### src/rtl/xarb_pkg.sv
package xarb_pkg;
  // Next index in a ring of n entries.
  function automatic int wrap_inc(input int idx, input int n);
    return (idx + 1 >= n) ? 0 : idx + 1;
  endfunction
endpackage

### src/rtl/xarb_req_filter.sv
module xarb_req_filter #(
  parameter int N_IN    = 3,
  parameter int DEST_W  = 2,
  parameter int PORT_ID = 1
) (
  input  logic [N_IN-1:0]        avail,
  input  logic [N_IN*DEST_W-1:0] dest,
  output logic [N_IN-1:0]        req
);
  for (genvar gi = 0; gi < N_IN; gi++) begin : g_req
    assign req[gi] = avail[gi] && (dest[gi*DEST_W +: DEST_W] == DEST_W'(PORT_ID));
  end
endmodule

### src/rtl/xarb_rr_pick.sv
module xarb_rr_pick #(
  parameter int N_IN  = 3,
  parameter int IDX_W = 2
) (
  input  logic [N_IN-1:0]  req,
  input  logic [IDX_W-1:0] start,
  output logic [N_IN-1:0]  gnt_oh,
  output logic [IDX_W-1:0] gnt_idx,
  output logic             any
);
  import xarb_pkg::*;

  always_comb begin
    int pos;
    gnt_oh  = '0;
    gnt_idx = '0;
    any     = 1'b0;
    pos     = int'(start);
    for (int k = 0; k < N_IN; k++) begin
      if (!any && req[pos]) begin
        any         = 1'b1;
        gnt_oh[pos] = 1'b1;
        gnt_idx     = IDX_W'(pos);
      end
      pos = wrap_inc(pos, N_IN);
    end
  end
endmodule

### src/rtl/xarb_out_fsm.sv
module xarb_out_fsm #(
  parameter int N_IN    = 3,
  parameter int DEST_W  = 2,
  parameter int PORT_ID = 1,
  parameter int IDX_W   = (N_IN > 1) ? $clog2(N_IN) : 1
) (
  input  logic                   clk,
  input  logic                   rst,
  input  logic [N_IN-1:0]        in_avail,
  input  logic [N_IN*DEST_W-1:0] in_dest,
  input  logic [N_IN-1:0]        in_tail,
  input  logic [N_IN-1:0]        in_addr_chg,
  input  logic                   out_ready,
  output logic [IDX_W-1:0]       xb_sel,
  output logic                   xb_idle,
  output logic [N_IN-1:0]        rd_en
);
  import xarb_pkg::*;

  // One-hot working state; all zero means idle.
  logic [N_IN-1:0]  g_q, g_n;
  logic [IDX_W-1:0] sel_q, sel_n;
  logic [IDX_W-1:0] ptr_q, ptr_n;
  logic [IDX_W-1:0] owner_q, owner_n;
  logic             open_q, open_n;

  logic [N_IN-1:0]  req;
  logic [N_IN-1:0]  pick_mask, pick_oh;
  logic [IDX_W-1:0] pick_start, pick_idx;
  logic             pick_any;
  logic             working;

  xarb_req_filter #(.N_IN(N_IN), .DEST_W(DEST_W), .PORT_ID(PORT_ID)) u_req (
    .avail(in_avail), .dest(in_dest), .req(req)
  );

  assign working    = |g_q;
  assign pick_mask  = working ? (req & ~g_q) : req;
  assign pick_start = working ? IDX_W'(wrap_inc(int'(sel_q), N_IN)) : ptr_q;

  xarb_rr_pick #(.N_IN(N_IN), .IDX_W(IDX_W)) u_pick (
    .req(pick_mask), .start(pick_start),
    .gnt_oh(pick_oh), .gnt_idx(pick_idx), .any(pick_any)
  );

  assign rd_en = g_q & {N_IN{out_ready}} & in_avail & ~in_addr_chg;

  always_comb begin
    g_n     = g_q;
    sel_n   = sel_q;
    ptr_n   = ptr_q;
    owner_n = owner_q;
    open_n  = open_q;
    if (!working) begin
      if (open_q) begin
        // Packet lock: only the owner may resume.
        if (in_addr_chg[owner_q]) begin
          open_n = 1'b0;
        end else if (out_ready && req[owner_q]) begin
          g_n          = '0;
          g_n[owner_q] = 1'b1;
          sel_n        = owner_q;
        end
      end else if (out_ready && pick_any) begin
        g_n     = pick_oh;
        sel_n   = pick_idx;
        owner_n = pick_idx;
      end
    end else begin
      if (!out_ready || in_addr_chg[sel_q] || !in_avail[sel_q]) begin
        g_n   = '0;
        sel_n = '0;
        if (in_addr_chg[sel_q]) open_n = 1'b0;
      end else if (in_tail[sel_q]) begin
        ptr_n  = IDX_W'(wrap_inc(int'(sel_q), N_IN));
        open_n = 1'b0;
        if (pick_any) begin
          g_n     = pick_oh;
          sel_n   = pick_idx;
          owner_n = pick_idx;
        end else begin
          g_n   = '0;
          sel_n = '0;
        end
      end else begin
        open_n  = 1'b1;
        owner_n = sel_q;
      end
    end
  end

  always_ff @(posedge clk) begin
    if (rst) begin
      g_q     <= '0;
      sel_q   <= '0;
      ptr_q   <= '0;
      owner_q <= '0;
      open_q  <= 1'b0;
      xb_idle <= 1'b1;
    end else begin
      g_q     <= g_n;
      sel_q   <= sel_n;
      ptr_q   <= ptr_n;
      owner_q <= owner_n;
      open_q  <= open_n;
      xb_idle <= ~|g_n;
    end
  end

  assign xb_sel = sel_q;

  // at most one read strobe.
  a_r7_rd_onehot: assert property (@(posedge clk) disable iff (rst) $onehot0(rd_en));
  // no read while idle.
  a_r8_idle_no_read: assert property (@(posedge clk) disable iff (rst)
    xb_idle |-> (rd_en == '0 && xb_sel == '0));
  // stall drops the grant.
  a_r5_stall_drops: assert property (@(posedge clk) disable iff (rst)
    (!xb_idle && !out_ready) |=> xb_idle);
  // destination change on the granted input drops the grant.
  a_r6_chg_drops: assert property (@(posedge clk) disable iff (rst)
    (!xb_idle && |(g_q & in_addr_chg)) |=> xb_idle);
  // no grant without ready.
  a_r2_no_grant_unready: assert property (@(posedge clk) disable iff (rst)
    (xb_idle && !out_ready) |=> xb_idle);
  // a finished packet hands the output to someone else or goes idle.
  a_r4_tail_moves: assert property (@(posedge clk) disable iff (rst)
    (|(rd_en & in_tail)) |=> (xb_idle || xb_sel != $past(xb_sel)));
  // open packet may only be resumed by its owner.
  a_r9_lock: assert property (@(posedge clk) disable iff (rst)
    (xb_idle && open_q && !in_addr_chg[owner_q]) |=> (xb_idle || xb_sel == $past(owner_q)));
endmodule

### config.mk
export PLATFORM = sky130hd
export DESIGN_NAME = xarb_out_fsm
export DESIGN_NICKNAME = d
export VERILOG_FILES = /design/src/rtl/xarb_pkg.sv /design/src/rtl/xarb_req_filter.sv /design/src/rtl/xarb_rr_pick.sv /design/src/rtl/xarb_out_fsm.sv
export SDC_FILE = /design/constraint.sdc
export NUM_CORES = 1
export LEC_CHECK = 0
export ABC_AREA = 1
export BUFFER_PORTS_ARGS = -buffer_cell sky130_fd_sc_hd__buf_4
export CORE_AREA = 3 3 51 53
export DETAILED_ROUTE_END_ITERATION = 12
export DIE_AREA = 0 0 54 56
export HOLD_SLACK_MARGIN = 0.1
export PLACE_DENSITY = 0.77
export SLEW_MARGIN = 0
export SYNTH_ARGS = -nofsm -noshare
export SYNTH_HDL_FRONTEND = slang
export SYNTH_SLANG_ARGS = --single-unit
export TNS_END_PERCENT = 30
### constraint.sdc
create_clock -name clk -period 2.1 [get_ports clk]
set_input_delay 0.42 -clock clk [delete_from_list [all_inputs] [get_ports clk]]
set_output_delay 0.42 -clock clk [all_outputs]
set_load 0.02 [all_outputs]
==> flow_summary.ini <==
[run_status]
run_status = completed

[routing]
dr_total_vias = 1399
final_antenna_net_count = 0
totalWireLength_um = 3230
wl_per_cell_um = 12.42
number_of_drc_markers_after_the_initial_detailed_route_iteration = 45
remaining_drc_errors = 0
viasPerCell = 5.381
drt-pass1-iter-count = 4

[floorplan]
design.core.area_sq_mm = 0.002191
floorplan.die.width_um = 54
die-area_sq_mm = 0.003024
die-height_um = 56
io_pins = 24
start_util_pct = 54.71
number_of_cell_rows = 17

[sta]
clock_skew_ps = 2.666
max_freq_mhz = 512.8
post-route-period-util_pct = 92.87
report.final.slew_viol_count = 0
min_period_ps = 1950
setup_ws_ps = 149.8
report.final.hold_viol_count = 0
setup_viol_count_final = 0
worst_slew_pin_slew_ps = 510.8
fin_hold_ws_ps = 319.4
maxSlewHeadroom_pct = 65.79

[cells_and_area]
layout-drive-gt1-share_pct = 26.29
final-instance-count-excl-fill = 260
insertedDiodeCount = 0
layout.cells.most_common = nand2_1
finish.instance_area_sq_mm = 0.001433
finish.net_count = 251
mostFrequentLayoutCells = nand2_1, inv_1, nor2_1
layout-area-overhead-vs-synth_pct = 19.52

[clock_network]
worst_setup_hold_path_clk_slew_ps = 70
ctsRootBufferMaster = clkbuf_4
cts-htree-levels = 1
tritoncts.num_buffers = 3
cts-root-to-sink-buffers = 2
numClockSinks = 11
clock_latency_ps = 270
ctsHoldBuffers = 0
cts_tree = yes

[setup_path]
worstPathCellList = inv_2, nand2_2, nand2_4, nand2_8, nand3_1, nand3_2, nand3_4, nand2_2, inv_2, nand3_1, nand2_1, o21ai_0, inv_1
critPathKind = reg -> reg
worstSetupStartpointType = register
element_type_at_the_critical_path_end = register
slowest_delay_ps = 500
critical_path_required_ps = 2260
crit_path_top_delay_cell = dfxtp_1
critical_path_peak_fanout = 10
worst-endpoint-arrival_ps = 2110
timing.critical_path.buf_inv = 3
critPathTopFamily = simple AND/OR/NAND/NOR gates

[global_routing]
number_of_antenna_violations_at_the_first_check_in_global_routing = 0
grt_pass1_wl_um = 5499
grt_remaining_overflow = 0
grt_start_max_net_pins = 11
grt_pass1_vias = 1309
gr-usage-all-layers_pct = 23.39

[power_and_ir_drop]
irDropWorstVdd_mv = 0.8868
power-per-cell-area_mw_per_mm2 = 1471
reported_leakage_power_nw = 0.7939

[synth]
yosys-top-cells-area = dfxtp_1, nand2_1, inv_1
synth_area_sq_mm = 0.001199
syn-mean-instance-area_sq_um = 5.819
synth.yosys.warnings = 0
yosysTopAreaCellShare_pct = 18.37
yosysSeqAreaShare_pct = 18.37
synth_seq_cells = 11
postSynthNetCount = 224
synth.distinct_cells = 26
syn_inst = 206
synth_top_cell_by_area = dfxtp_1

[placement]
pre_cts_setup_slack_ps = 171.4
placement.io_buffers = 23
dpl.cell_count = 256
globalplace.congestion = 0.9718
half_perimeter_wire_length_after_placement_um = 2670
placedInstanceArea_sq_mm = 0.001401

[worst_hold_path]
hp-class = in -> reg

[flow_run]
cap_violations = 0
final timing paths:
check | cells past startpoint | startpoint | slack, ps | end
worst min-delay path | 2 | rst | 320 | open_q
worst min register to register | 2 | owner_q[1] | 560 | owner_q[1]
worst max-delay path | 13 | xb_sel[1] | 150 | g_q[1]
worst max register to register | 13 | xb_sel[1] | 150 | g_q[1]
repair_timing:
action                                  in CTS  in global routing
buffers inserted                             0                  0
gates resized for setup                      0                  1
endpoints found under the setup margin       0                  1
synth_stat cells:
| library cell | number |
|---|---|
| o211ai_1 | 6 |
| a21oi_2 | 1 |
| o21ai_0 | 10 |
| inv_1 | 30 |
| nand2_1 | 51 |
| nand3_1 | 14 |
| inv_2 | 8 |
| o21ai_1 | 5 |
| nand2_8 | 1 |
| nor2_4 | 1 |
| nor2_1 | 24 |
| nand4_1 | 3 |
| nor3_1 | 1 |
| nor4_1 | 3 |
| nand2_2 | 9 |
| inv_6 | 1 |
| nand2_4 | 3 |
| and3_1 | 1 |
| dfxtp_1 | 11 |
| a21oi_1 | 9 |
| o2111ai_1 | 1 |
| nand3_2 | 5 |
| nand3b_1 | 1 |
| nand3_4 | 2 |
| nor2_2 | 4 |
| buf_2 | 1 |
state kept, by name, summed over array words and instances (netlist names):
register and flops:
open_q 1, owner_q 2, ptr_q 2, xb_sel 2, g_q 3, xb_idle 1
area by class of cell:
type / count / area [sq um]
multi-input combinational: 155 / 827.0
timing repair buffer: 23 / 172.7
sequential: 11 / 220.2
clock buffer: 4 / 26.28
fill: 224 / 758.2
tap: 28 / 35.03
inverter: 39 / 151.4
layer usage:
metal | track usage [%] | up-vias | share of wire [%]
met4 | 9.964 | 0 | 2.9
met2 | 37.89 | 66 | 47
met3 | 2.681 | 13 | 9.3
met1 | 30.26 | 607 | 41
met5 | 0 | - | 0
li1 | - | 713 | -
power by group:
| group | internal [mW] | switching, mW | total [mW] |
|---|---|---|---|
| registers | 0.252 | 0.0443 | 0.297 |
| clock network | 0.0736 | 0.0684 | 0.142 |
| logic | 0.555 | 1.11 | 1.67 |
cells by family (layout without fill, tap and decap cells):
logic type | Yosys count | count (layout) | share of synthesized area, %
DFF | 11 | 11 | 18.37
AOI/OAI and AO/OA | 32 | 32 | 15.24
buffers and inverters | 40 | 66 | 13.05
and+or+nand+nor | 123 | 123 | 53.34
stage by stage:
stage	TNS (ps)	util, %	power, mW
after floorplan	0	-	1.634
after global placement	0	63.96	1.929
after detailed placement	0	63.96	1.948
after CTS	0	65.16	2.102
after global routing	-5.463	65.39	2.340
final	0	65.39	2.108
Note: power is estimated with default switching activity, not from simulation.
